## config.mk

```make
export PLATFORM = sky130hd
export DESIGN_NAME = uart_irq_id
export DESIGN_NICKNAME = d
export VERILOG_FILES = /design/src/rtl/uart_irq_pkg.sv /design/src/rtl/uart_rx_trig_cmp.sv /design/src/rtl/uart_thre_qual.sv /design/src/rtl/uart_irq_prio.sv /design/src/rtl/uart_irq_id.sv
export SDC_FILE = /design/constraint.sdc
export NUM_CORES = 1
export LEC_CHECK = 0
export BUFFER_PORTS_ARGS = -buffer_cell sky130_fd_sc_hd__clkbuf_2
export CORE_UTILIZATION = 48
export CTS_CLUSTER_SIZE = 28
export DETAILED_ROUTE_END_ITERATION = 7
export PLACE_DENSITY = 0.87
export SLEW_MARGIN = 20
export SYNTH_ARGS = -nofsm -noshare
export SYNTH_HDL_FRONTEND = slang
export SYNTH_SLANG_ARGS = --single-unit
```

## constraint.sdc

```tcl
create_clock -name clk -period 2.55 [get_ports clk]
set_clock_uncertainty 0.2 [all_clocks]
set_input_delay 0.51 -clock clk [delete_from_list [all_inputs] [get_ports clk]]
set_output_delay 0.51 -clock clk [all_outputs]
set_load 0.005 [all_outputs]
```

## src/rtl/uart_irq_pkg.sv

```systemverilog
package uart_irq_pkg;

    localparam logic [3:0] IID_NONE = 4'b0001;
    localparam logic [3:0] IID_RLS  = 4'b0110;
    localparam logic [3:0] IID_RDA  = 4'b0100;
    localparam logic [3:0] IID_CTI  = 4'b1100;
    localparam logic [3:0] IID_THRE = 4'b0010;
    localparam logic [3:0] IID_MS   = 4'b0000;

    // enable bit positions
    localparam int EN_RX   = 0;
    localparam int EN_THRE = 1;
    localparam int EN_RLS  = 2;
    localparam int EN_MS   = 3;

    typedef struct packed {
        logic rls;
        logic rda;
        logic cti;
        logic thre;
        logic ms;
    } irq_vec_t;

endpackage

```

## src/rtl/uart_rx_trig_cmp.sv

```systemverilog
module uart_rx_trig_cmp #(
    parameter int FIFO_DEPTH = 16,
    localparam int LVL_W = $clog2(FIFO_DEPTH + 1)
) (
    input  logic [1:0]       trig_sel_i,
    input  logic [LVL_W-1:0] level_i,
    output logic             above_o
);

    localparam int TRIG_Q1 = (FIFO_DEPTH / 4 > 1) ? FIFO_DEPTH / 4 : 1;
    localparam int TRIG_Q2 = (FIFO_DEPTH / 2 > 1) ? FIFO_DEPTH / 2 : 1;
    localparam int TRIG_Q3 = (FIFO_DEPTH > 3) ? FIFO_DEPTH - 2 : 1;

    logic [LVL_W-1:0] thresh;

    always_comb begin
        case (trig_sel_i)
            2'd0:    thresh = LVL_W'(1);
            2'd1:    thresh = LVL_W'(TRIG_Q1);
            2'd2:    thresh = LVL_W'(TRIG_Q2);
            default: thresh = LVL_W'(TRIG_Q3);
        endcase
        above_o = (level_i >= thresh);
    end

endmodule

```

## src/rtl/uart_thre_qual.sv

```systemverilog
module uart_thre_qual #(
    parameter int FIFO_DEPTH = 16,
    parameter int OVS        = 16,
    localparam int LVL_W = $clog2(FIFO_DEPTH + 1),
    localparam int CNT_W = $clog2(9 * OVS + 1)
) (
    input  logic             clk,
    input  logic             rst_n,
    input  logic [1:0]       wlen_i,
    input  logic [LVL_W-1:0] tx_level_i,
    input  logic             baud_tick_i,
    input  logic             thr_wr_i,
    input  logic             iir_clr_i,
    output logic             pend_o
);

    typedef struct packed {
        logic             empty;
        logic             multi;
        logic             waiting;
        logic             pend;
        logic [CNT_W-1:0] cnt;
    } thre_st_t;

    thre_st_t st_q, st_d;
    logic     empty_now;
    logic     empty_rise;
    logic [CNT_W-1:0] delay;

    always_comb begin
        empty_now  = (tx_level_i == '0);
        empty_rise = empty_now && !st_q.empty;
        delay      = CNT_W'(OVS * (int'(wlen_i) + 6));

        st_d       = st_q;
        st_d.empty = empty_now;

        if (tx_level_i >= LVL_W'(2)) begin
            st_d.multi = 1'b1;
        end
        if (!empty_now) begin
            st_d.waiting = 1'b0;
        end

        if (empty_rise) begin
            st_d.multi = 1'b0;
            if (st_q.multi) begin
                st_d.pend = 1'b1;
            end else begin
                st_d.waiting = 1'b1;
                st_d.cnt     = delay;
            end
        end else if (st_q.waiting && empty_now && baud_tick_i) begin
            if (st_q.cnt <= CNT_W'(1)) begin
                st_d.waiting = 1'b0;
                st_d.pend    = 1'b1;
            end else begin
                st_d.cnt = st_q.cnt - CNT_W'(1);
            end
        end

        if (thr_wr_i || iir_clr_i) begin
            st_d.pend    = 1'b0;
            st_d.waiting = 1'b0;
        end
    end

    always_ff @(posedge clk or negedge rst_n) begin
        if (!rst_n) begin
            st_q <= '{empty: 1'b1, multi: 1'b0, waiting: 1'b0, pend: 1'b0, cnt: '0};
        end else begin
            st_q <= st_d;
        end
    end

    assign pend_o = st_q.pend;

endmodule

```

## src/rtl/uart_irq_prio.sv

```systemverilog
module uart_irq_prio
    import uart_irq_pkg::*;
(
    input  irq_vec_t   pend_i,
    input  logic [3:0] ier_i,
    output logic [3:0] iid_o,
    output logic       irq_o
);

    irq_vec_t act;

    always_comb begin
        act.rls  = pend_i.rls  & ier_i[EN_RLS];
        act.rda  = pend_i.rda  & ier_i[EN_RX];
        act.cti  = pend_i.cti  & ier_i[EN_RX];
        act.thre = pend_i.thre & ier_i[EN_THRE];
        act.ms   = pend_i.ms   & ier_i[EN_MS];

        if (act.rls)       iid_o = IID_RLS;
        else if (act.rda)  iid_o = IID_RDA;
        else if (act.cti)  iid_o = IID_CTI;
        else if (act.thre) iid_o = IID_THRE;
        else if (act.ms)   iid_o = IID_MS;
        else               iid_o = IID_NONE;

        irq_o = |act;
    end

endmodule

```

## src/rtl/uart_irq_id.sv

```systemverilog
module uart_irq_id
    import uart_irq_pkg::*;
#(
    parameter int FIFO_DEPTH = 16,
    parameter int OVS        = 16,
    localparam int LVL_W = $clog2(FIFO_DEPTH + 1)
) (
    input  logic             clk,
    input  logic             rst_n,
    input  logic [3:0]       ier_i,
    input  logic [1:0]       wlen_i,
    input  logic [1:0]       rx_trig_i,
    input  logic [LVL_W-1:0] rx_level_i,
    input  logic [LVL_W-1:0] tx_level_i,
    input  logic             baud_tick_i,
    input  logic             line_err_i,
    input  logic             modem_chg_i,
    input  logic             rx_tmo_i,
    input  logic             lsr_rd_i,
    input  logic             msr_rd_i,
    input  logic             rbr_rd_i,
    input  logic             thr_wr_i,
    input  logic             iir_rd_i,
    output logic [3:0]       iid_o,
    output logic             irq_o
);

    typedef struct packed {
        logic rls;
        logic ms;
        logic cti;
    } src_st_t;

    src_st_t  src_q, src_d;
    logic     rda_cond;
    logic     thre_pend;
    logic     iir_thre_clr;
    irq_vec_t pend;

    uart_rx_trig_cmp #(
        .FIFO_DEPTH (FIFO_DEPTH)
    ) u_trig (
        .trig_sel_i (rx_trig_i),
        .level_i    (rx_level_i),
        .above_o    (rda_cond)
    );

    assign iir_thre_clr = iir_rd_i && (iid_o == IID_THRE);

    uart_thre_qual #(
        .FIFO_DEPTH (FIFO_DEPTH),
        .OVS        (OVS)
    ) u_thre (
        .clk         (clk),
        .rst_n       (rst_n),
        .wlen_i      (wlen_i),
        .tx_level_i  (tx_level_i),
        .baud_tick_i (baud_tick_i),
        .thr_wr_i    (thr_wr_i),
        .iir_clr_i   (iir_thre_clr),
        .pend_o      (thre_pend)
    );

    always_comb begin
        src_d     = src_q;
        src_d.rls = line_err_i  | (src_q.rls & ~lsr_rd_i);
        src_d.ms  = modem_chg_i | (src_q.ms  & ~msr_rd_i);
        src_d.cti = (rx_tmo_i | src_q.cti) & ~rbr_rd_i & (rx_level_i != '0);
    end

    always_ff @(posedge clk or negedge rst_n) begin
        if (!rst_n) begin
            src_q <= '0;
        end else begin
            src_q <= src_d;
        end
    end

    always_comb begin
        pend.rls  = src_q.rls;
        pend.rda  = rda_cond;
        pend.cti  = src_q.cti;
        pend.thre = thre_pend;
        pend.ms   = src_q.ms;
    end

    uart_irq_prio u_prio (
        .pend_i (pend),
        .ier_i  (ier_i),
        .iid_o  (iid_o),
        .irq_o  (irq_o)
    );

endmodule

```

==> run metrics, run 1 <==
dpl cells 171; Hold/Removal Path Class input pin to flop; first-pass GRT wire length 3490 um; Die H 47.1 um; Layout Cells excl Fill 178; Worst Setup SP rx_trig_i[0]; yosys warns 0; H-tree levels 1; average cell area after synthesis 8.70 sq um; diode count 0; biggest area consumer among synthesized cells dfrtp_1; number of global-route vias before repair 881; GR Overflow Total 0; Startpoint Class input pin; Max Slew Vio Count 0; clock insertion delay at the later pin of the skew report 280 ps; origin of the worst min-delay path thr_wr_i; synthesized net count 147; input/output buffers 33; Finished Cell Area 1270 sq um; Reg clk slew, reported paths 90 ps; sequential share of the synthesized area 38.6%; core area 1820 sq um; I/O pin total 34; Worst-Margin Slew 530 ps; largest net degree at the start of global routing 16; pwr/cell area 389 nW/um^2; Cell variety after synth 35; RSZ-0062 raised after global routing yes; DR iter-0 viols 13; GRT Util Overall 22.9%; Area contributors post-synth dfrtp_1 36%, ha_1 7.7%, nor2_1 5.0%; R2R Path Start u_thre.st_q[0]$_DFFE_PN0P_; Worst EP arrival 1910 ps; number of buffers created by CTS 3; violated checks negative setup slack; Max-Slew Margin vs Limit 64.4%; gp weighted congestion 0.798; maxcap violations 0; fin crit period 2620 ps; number of synthesized flops with an enable pin 0; placed cell area 1170 sq um; top cells by count, synth 14 x dfrtp_1, 13 x nor2_1, 11 x nand2_1; area grow syn2layout 30.2%; Clock Sinks 15; total number of vias 1014; CP Class input pin to output pin; fin crit share 103%; final hold slack 174 ps; final hold vios 0; most common cell in the netlist dfrtp_1; CTS Buffer Depth 2; starting density of the core 53.5%; Std-Cell Rows 15; Vias/cell 5.70; VDD IR max 0.297 mV; top cell type's share of synthesized area 35.9%; fraction of registers with async set/reset 100%; Die Area 2210 sq um; Final ANT Viol Nets 0; WL final 2240 um; hpwl dp 1760 um; Die X 47.1 um; share of layout cells above drive strength 1 35.3%; CP Capture Type output pin; Critical Path RT 1840 ps; fin util 69.7%; Mapped Cells 112; final net count 189; CTS Root Cell clkbuf_4; DRC 0; slack of the critical path -66.7 ps; final setup TNS -128 ps; Top FF cell, synth dfrtp_1; WL per Instance 12.6 um; DR pass1 iterations 4; CTS tree yes; Final Setup Violations 3; Syn Std Cell Area 975 sq um; Leak 0.624 nW; run status finished with violations; crit-path max FO 5; Fmax achieved 0.382 GHz; antenna violations before repair 0; synthesis-stage register bit count 15
what timing repair did:
item / 4_1_cts / 5_1_grt
hold buffers: 1 / 0
resized for setup: 6 / 8
setup endpoints to repair: 4 / 4
pin swaps: 7 / 7
hold endpoints to repair: 14 / 0
buffers inserted: 2 / 0
cell type report:
cell class	count	area (sq um)
multi-input cells	86	573
fillers	142	552
flip-flops and latches	15	377
repair buffers	38	221
inverters	10	40.0
well taps	25	31.3
clock buffers	4	26.3
state kept, by name, summed over array words and instances (netlist names):
register / cells
u_thre.pend_o: 1
pend: 3
u_thre.st_q: 11
layout by cell type (no fill, tap or decap), types with 2 or more instances in the layout:
| cell type | n |
|---|---|
| a21o_1 | 2 |
| a21oi_1 | 6 |
| buf_4 | 4 |
| clkbuf_2 | 30 |
| clkbuf_4 | 3 |
| dfrtp_1 | 14 |
| ha_1 | 5 |
| inv_1 | 9 |
| nand2_1 | 11 |
| nand3_1 | 5 |
| nor2_1 | 13 |
| nor3_1 | 2 |
| nor4_1 | 3 |
| nor4_2 | 2 |
| o21ai_0 | 8 |
| o21ai_2 | 3 |
| o22a_1 | 2 |
report_power, final:
part | switching, mW | internal [mW] | total, mW
clock network | 0.0809 | 0.0607 | 0.142
registers | 0.00633 | 0.244 | 0.250
logic | 0.0478 | 0.0533 | 0.101
through the flow:
| step | total power, mW | setup slack [ps] |
|---|---|---|
| after floorplan | 0.292 | 75.8 |
| after global placement | 0.334 | -150 |
| after detailed placement | 0.341 | -214 |
| after CTS | 0.493 | -96.7 |
| after global routing | 0.515 | -147 |
| final | 0.493 | -66.7 |
logic make-up after synthesis:
logic type / synth area share [%]
flip-flops: 38.6
buffers and inverters: 5.01
multiplexers: 1.03
adder cells (fa/ha/maj): 7.70
AND/OR/NAND/NOR: 24.6
XOR/XNOR: 0.899
AO/OA/AOI/OAI: 22.1
path summary, 6_finish.rpt:
check,endpoint,slack (ps),cells past startpoint
min,u_thre.pend_o$_DFFE_PN0P_,170,2
max reg2reg,u_thre.st_q[4]$_DFFE_PN0P_,410,7
min in group asynchronous,u_thre.st_q[4]$_DFFE_PN0P_,460,2
max in group asynchronous,u_thre.st_q[11]$_DFF_PN1_,1370,2
max,iid_o[0],-70,9
min reg2reg,u_thre.st_q[2]$_DFFE_PN0P_,330,1
metal layers:
layer	track usage, %	up-vias	part of all wire (%)
met4	10.9	0	2.0
met1	27.6	484	45
li1	-	492	-
met3	5.00	6	4.9
met5	0	-	0
met2	38.6	32	49
worst max-delay path: stages:
cell      delay (ps)
buf_8            100
inv_4             50
ha_4             180
or2_4            230
a211oi_2         250
a21oi_2           70
o21ai_2          210
and4_1           200
buf_2            110
Power figures use the tool's default switching activity.
==> run 2, diff against run 1 <==
SKIP_CTS_REPAIR_TIMING = 1   (was unset)
==> run metrics, run 2 (same netlist as run 1, synthesis figures left out) <==
Leak 0.612 nW (was 0.624 nW); Std-Cell Rows 15 (unchanged); Worst-Margin Slew 535 ps (was 530 ps); Die H 47.1 um (unchanged); CP cell instances buf_8 > inv_4 > ha_4 > or2_4 > a211oi_2 > a21oi_2 > o21ai_2 > and4_1 > buf_2 (unchanged); fin util 68.5% (was 69.7%); hpwl dp 1760 um (unchanged); number of buffers created by CTS 3 (unchanged); CP bufs+invs 3 (unchanged); Max-Slew Margin vs Limit 64.1% (was 64.4%); CP top delay family compound AO/OA/AOI/OAI gates (unchanged); Clock Sinks 15 (unchanged); GR Overflow Total 0 (unchanged); H-tree levels 1 (unchanged); Max Slew Vio Count 0 (unchanged); CP Capture Type output pin (unchanged); Critical Path RT 1840 ps (about the same); crit path max-delay cell type or2_4 (was a211oi_2); RSZ-0062 raised after global routing yes (unchanged); violated checks negative setup slack (unchanged); CTS Root Cell clkbuf_4 (unchanged); CTS Buffer Depth 2 (unchanged); Final ANT Viol Nets 0 (unchanged); crit-path max FO 5 (unchanged); WL per Instance 12.5 um (was 12.6 um); largest register by flop count u_thre.st_q (unchanged); fin crit share 102% (was 103%); maxcap violations 0 (unchanged); largest net degree at the start of global routing 16 (unchanged); run status finished with violations (unchanged); starting density of the core 53.5% (unchanged); final hold vios 0 (unchanged); Worst EP arrival 1900 ps (was 1910 ps); DR pass1 iterations 5 (was 4); pwr/cell area 390 nW/um^2 (was 389 nW/um^2); Reg clk slew, reported paths 90 ps (about the same); clock insertion delay at the later pin of the skew report 280 ps (about the same); most frequent cells in the layout 31 x clkbuf_2, 14 x dfrtp_1, 13 x nor2_1 (was 30 x clkbuf_2, 14 x dfrtp_1, 13 x nor2_1); slack of the critical path -62.3 ps (was -66.7 ps); antenna violations before repair 0 (unchanged); WL final 2210 um (was 2240 um); final net count 187 (was 189); first-pass GRT wire length 3460 um (was 3490 um); gp weighted congestion 0.798 (unchanged); Die X 47.1 um (unchanged); GRT Util Overall 22.5% (was 22.9%); Hold/Removal Path Class input pin to flop (unchanged); total number of vias 995 (was 1014); Startpoint Class input pin (unchanged); largest stage delay on the critical path 250 ps (about the same); Vias/cell 5.65 (was 5.70); input/output buffers 33 (unchanged); most common cell after layout, fill and taps aside clkbuf_2 (unchanged); final setup TNS -126 ps (was -128 ps); DRC 0 (unchanged); DR iter-0 viols 14 (was 13); VDD IR max 0.294 mV (was 0.297 mV); diode count 0 (unchanged); Die Area 2210 sq um (unchanged); fin crit period 2610 ps (was 2620 ps); area grow syn2layout 28.0% (was 30.2%); I/O pin total 34 (unchanged); CP Class input pin to output pin (unchanged); CTS tree yes (unchanged); max reg flops 11 (unchanged); Fill cells 149 (was 142); Final Setup Violations 3 (unchanged); share of layout cells above drive strength 1 34.4% (was 35.3%); Fmax achieved 0.383 GHz (was 0.382 GHz); number of global-route vias before repair 885 (was 881); core area 1820 sq um (unchanged)
## run 2: metrics by stage
stage               total power, mW  instances  hold WS [ps]  setup slack (ps)  area [sq um]
floorplan                     0.292        112          14.4              75.8           975
global placement              0.334        171           236              -150          1170
detailed placement            0.341        171           246              -214          1170
CTS                           0.481        175         -74.3              -226          1200
global route                  0.508        176           168              -149          1250
finish                        0.486        176           176             -62.3          1250
## run 2: power by group
| part | switching [mW] | total, mW | internal [mW] |
|---|---|---|---|
| Combinational | 0.0466 | 0.0953 | 0.0487 |
| Sequential | 0.00630 | 0.250 | 0.244 |
| Clock | 0.0799 | 0.141 | 0.0607 |
| Total | 0.133 | 0.486 | 0.354 |
## run 2: worst register-to-register path, cell delays in order, from the launching register on
cell	delay (ps)
dfrtp_1	420
inv_1	60
ha_1	220
or2_2	300
a31oi_2	270
nand2_1	150
o311ai_1	280
o21ai_0	120
## run 2: cell type report
type,count,area (sq um),area share [%]
Timing Repair Buffer,36,200,16.0
Multi-Input combinational cell,86,573,45.9
Inverter,10,40.0,3.21
Sequential cell,15,377,30.2
Tap cell,25,31.3,2.51
Clock buffer,4,26.3,2.11
## run 2: per-layer routing
layer	GRT usage [%]	vias up	part of all wire, %
met5	0	-	0
met4	10.9	0	1.1
met3	5.00	4	4.7
met2	39.4	28	50
met1	26.0	476	44
li1	-	487	-
## run 2: path summary, 6_finish.rpt
check,depth (start not counted),from,end,slack [ps]
min reg2reg,1,u_thre.st_q[2]$_DFFE_PN0P_,u_thre.st_q[2]$_DFFE_PN0P_,330
min,2,rbr_rd_i,pend[2]$_DFF_PN0_,180
max in group asynchronous,2,rst_n,u_thre.st_q[11]$_DFF_PN1_,1370
max reg2reg,7,u_thre.st_q[0]$_DFFE_PN0P_,u_thre.st_q[4]$_DFFE_PN0P_,410
min in group asynchronous,2,rst_n,u_thre.st_q[4]$_DFFE_PN0P_,460
max,9,rx_trig_i[0],iid_o[0],-60
==> run 3, diff against run 2 <==
--- a/config.mk
+++ b/config.mk
@@ -6,9 +6,10 @@
 export NUM_CORES = 1
 export LEC_CHECK = 0
+export ABC_AREA = 1
 export BUFFER_PORTS_ARGS = -buffer_cell sky130_fd_sc_hd__clkbuf_2
-export CORE_UTILIZATION = 48
+export CORE_UTILIZATION = 51
 export CTS_CLUSTER_SIZE = 28
 export DETAILED_ROUTE_END_ITERATION = 7
-export PLACE_DENSITY = 0.87
+export PLACE_DENSITY = 0.89
 export SKIP_CTS_REPAIR_TIMING = 1
 export SLEW_MARGIN = 20
==> constraint.sdc (replaced) <==
create_clock -name clk -period 2.55 [get_ports clk]
set_clock_uncertainty 0.2 [all_clocks]
set_input_delay 0.51 -clock clk [delete_from_list [all_inputs] [get_ports clk]]
set_output_delay 0.51 -clock clk [all_outputs]
set_load 0.02 [all_outputs]
==> run metrics, run 3 <==
run status complete, no violations (was finished with violations); VDD IR max 0.341 mV (was 0.294 mV); Finished Cell Area 1440 sq um (was 1250 sq um); dpl cells 227 (was 171); gp weighted congestion 0.912 (was 0.798); starting density of the core 56.4% (was 53.5%); synthesis-stage register bit count 15 (unchanged); H-tree levels 1 (unchanged); max reg flops 11 (unchanged); origin of the worst min-delay path lsr_rd_i (was rbr_rd_i); Reg2Reg Setup Slack 570 ps (was 410 ps); number of global-route vias before repair 1175 (was 885); share of layout cells above drive strength 1 29.0% (was 34.4%); WL final 2760 um (was 2210 um); largest register by flop count u_thre.st_q (unchanged); fin crit period 2470 ps (was 2610 ps); input/output buffers 33 (unchanged); area grow syn2layout 23.4% (was 28.0%); pre-CTS setup slack 44.8 ps (was -214 ps); Leak 0.838 nW (was 0.612 nW); Syn Std Cell Area 1160 sq um (was 975 sq um); largest net degree at the start of global routing 16 (unchanged); most frequent cells in the layout 47 x nand2_1, 32 x clkbuf_2, 28 x inv_1 (was 31 x clkbuf_2, 14 x dfrtp_1, 13 x nor2_1); total power 0.609 mW (was 0.486 mW); top cell type's share of synthesized area 30.1% (was 35.9%); clock insertion delay at the later pin of the skew report 290 ps (was 280 ps); fin util 69.7% (was 68.5%); I/O pin total 34 (unchanged); R2R Path Start u_thre.st_q[0]$_DFFE_PN0P_ (unchanged); maxcap violations 0 (unchanged); Worst R2R Path Depth 11 (was 7); Vias/cell 5.04 (was 5.65); core area 2060 sq um (was 1820 sq um); fraction of registers with async set/reset 100% (unchanged); GR Overflow Total 0 (unchanged); CTS tree yes (unchanged); Max Slew Vio Count 0 (unchanged); Die H 49.8 um (was 47.1 um); Die X 49.8 um (was 47.1 um); reg-to-reg endpoint u_thre.st_q[4]$_DFFE_PN0P_ (unchanged); most common cell after layout, fill and taps aside nand2_1 (was clkbuf_2); placed cell area 1370 sq um (was 1170 sq um); Layout Cells excl Fill 234 (was 176); final net count 243 (was 187); number of buffers created by CTS 3 (unchanged); total number of vias 1179 (was 995); CP Capture Type output pin (unchanged); Std-Cell Rows 16 (was 15); Cell variety after synth 29 (was 35); antenna violations before repair 0 (unchanged); Mapped Cells 167 (was 112); Worst-Margin Slew 366 ps (was 535 ps); Final ANT Viol Nets 0 (unchanged); Top FF cell, synth dfrtp_1 (unchanged); fin crit share 96.7% (was 102%); slack of the critical path 83.3 ps (was -62.3 ps); average cell area after synthesis 6.97 sq um (was 8.70 sq um); Final Setup Violations 0 (was 3); Startpoint Class input pin (unchanged); biggest area consumer among synthesized cells dfrtp_1 (unchanged); Worst EP arrival 1760 ps (was 1900 ps); top cells by count, synth 48 x nand2_1, 28 x inv_1, 20 x nor2_1 (was 14 x dfrtp_1, 13 x nor2_1, 11 x nand2_1); GRT Util Overall 24.8% (was 22.5%); hpwl dp 2200 um (was 1760 um); most common cell in the netlist nand2_1 (was dfrtp_1); Area contributors post-synth dfrtp_1 30%, nand2_1 15%, inv_1 9.0% (was dfrtp_1 36%, ha_1 7.7%, nor2_1 5.0%); Fmax achieved 0.405 GHz (was 0.383 GHz); first-pass GRT wire length 4730 um (was 3460 um); DR pass1 iterations 4 (was 5); CP Class input pin to output pin (unchanged); Critical Path RT 1840 ps (about the same); Worst Hold Depth 2 (unchanged); final hold slack 199 ps (was 176 ps); number of synthesized flops with an enable pin 0 (unchanged); crit-path max FO 3 (was 5); Die Area 2480 sq um (was 2210 sq um); synthesized net count 202 (was 147); Reg clk slew, reported paths 90 ps (about the same); WL per Instance 11.8 um (was 12.5 um); WHS Endpoint pend[4]$_DFF_PN0_ (was pend[2]$_DFF_PN0_); DRC 0 (unchanged); sequential share of the synthesized area 32.4% (was 38.6%); DR iter-0 viols 34 (was 14); CTS Buffer Depth 2 (unchanged); Max-Slew Margin vs Limit 75.6% (was 64.1%); Clock Sinks 15 (unchanged); final hold vios 0 (unchanged); diode count 0 (unchanged); Hold/Removal Path Class input pin to flop (unchanged); CTS Root Cell clkbuf_4 (unchanged); Worst Setup SP rx_trig_i[1] (was rx_trig_i[0]); final setup TNS 0 ps (was -126 ps); pwr/cell area 424 nW/um^2 (was 390 nW/um^2); yosys warns 0 (unchanged)
run 3: where the power goes:
part           total [mW]  switching (mW)  internal, mW
Combinational       0.211           0.127        0.0840
Sequential          0.259         0.00911         0.249
Clock               0.140          0.0788        0.0608
Total               0.609           0.215         0.394
run 3: cells by family after synthesis:
| logic type | share of synthesized area [%] |
|---|---|
| AND/OR/NAND/NOR | 42.6 |
| buffers and inverters | 10.2 |
| flip-flops | 32.4 |
| AO/OA/AOI/OAI | 6.88 |
| adder cells (fa/ha/maj) | 6.45 |
| XOR/XNOR | 1.51 |
run 3: area by class of cell:
type,count,area (sq um)
tap,27,33.8
timing repair buffer,36,190
clock buffer,4,26.3
inverter,31,119
fill,170,626
sequential,15,377
multi-input combinational,121,691
run 3: per-layer routing:
layer / global-route usage [%] / vias to the layer above / part of all wire [%]
met1: 25.2 / 533 / 38
met4: 7.62 / 0 / 1.4
met2: 49.1 / 33 / 57
met5: 0 / - / 0
met3: 4.94 / 6 / 3.4
li1: - / 607 / -
run 3: worst max-delay path, cell delays in order:
cell and delay (ps):
clkbuf_2 100, inv_1 50, ha_1 160, or2_0 190, a21oi_1 110, nand2_1 100
nand2_2 110, nand3_2 90, nor2_2 140, inv_1 40, buf_2 150
run 3: worst max-delay path by stage:
stage,endpoint,slack [ps]
2_1_floorplan,irq_o,0.5
3_3_place_gp,irq_o,150
3_5_place_dp,irq_o,40
4_1_cts,irq_o,40
5_1_grt,irq_o,-6
6_report,irq_o,80
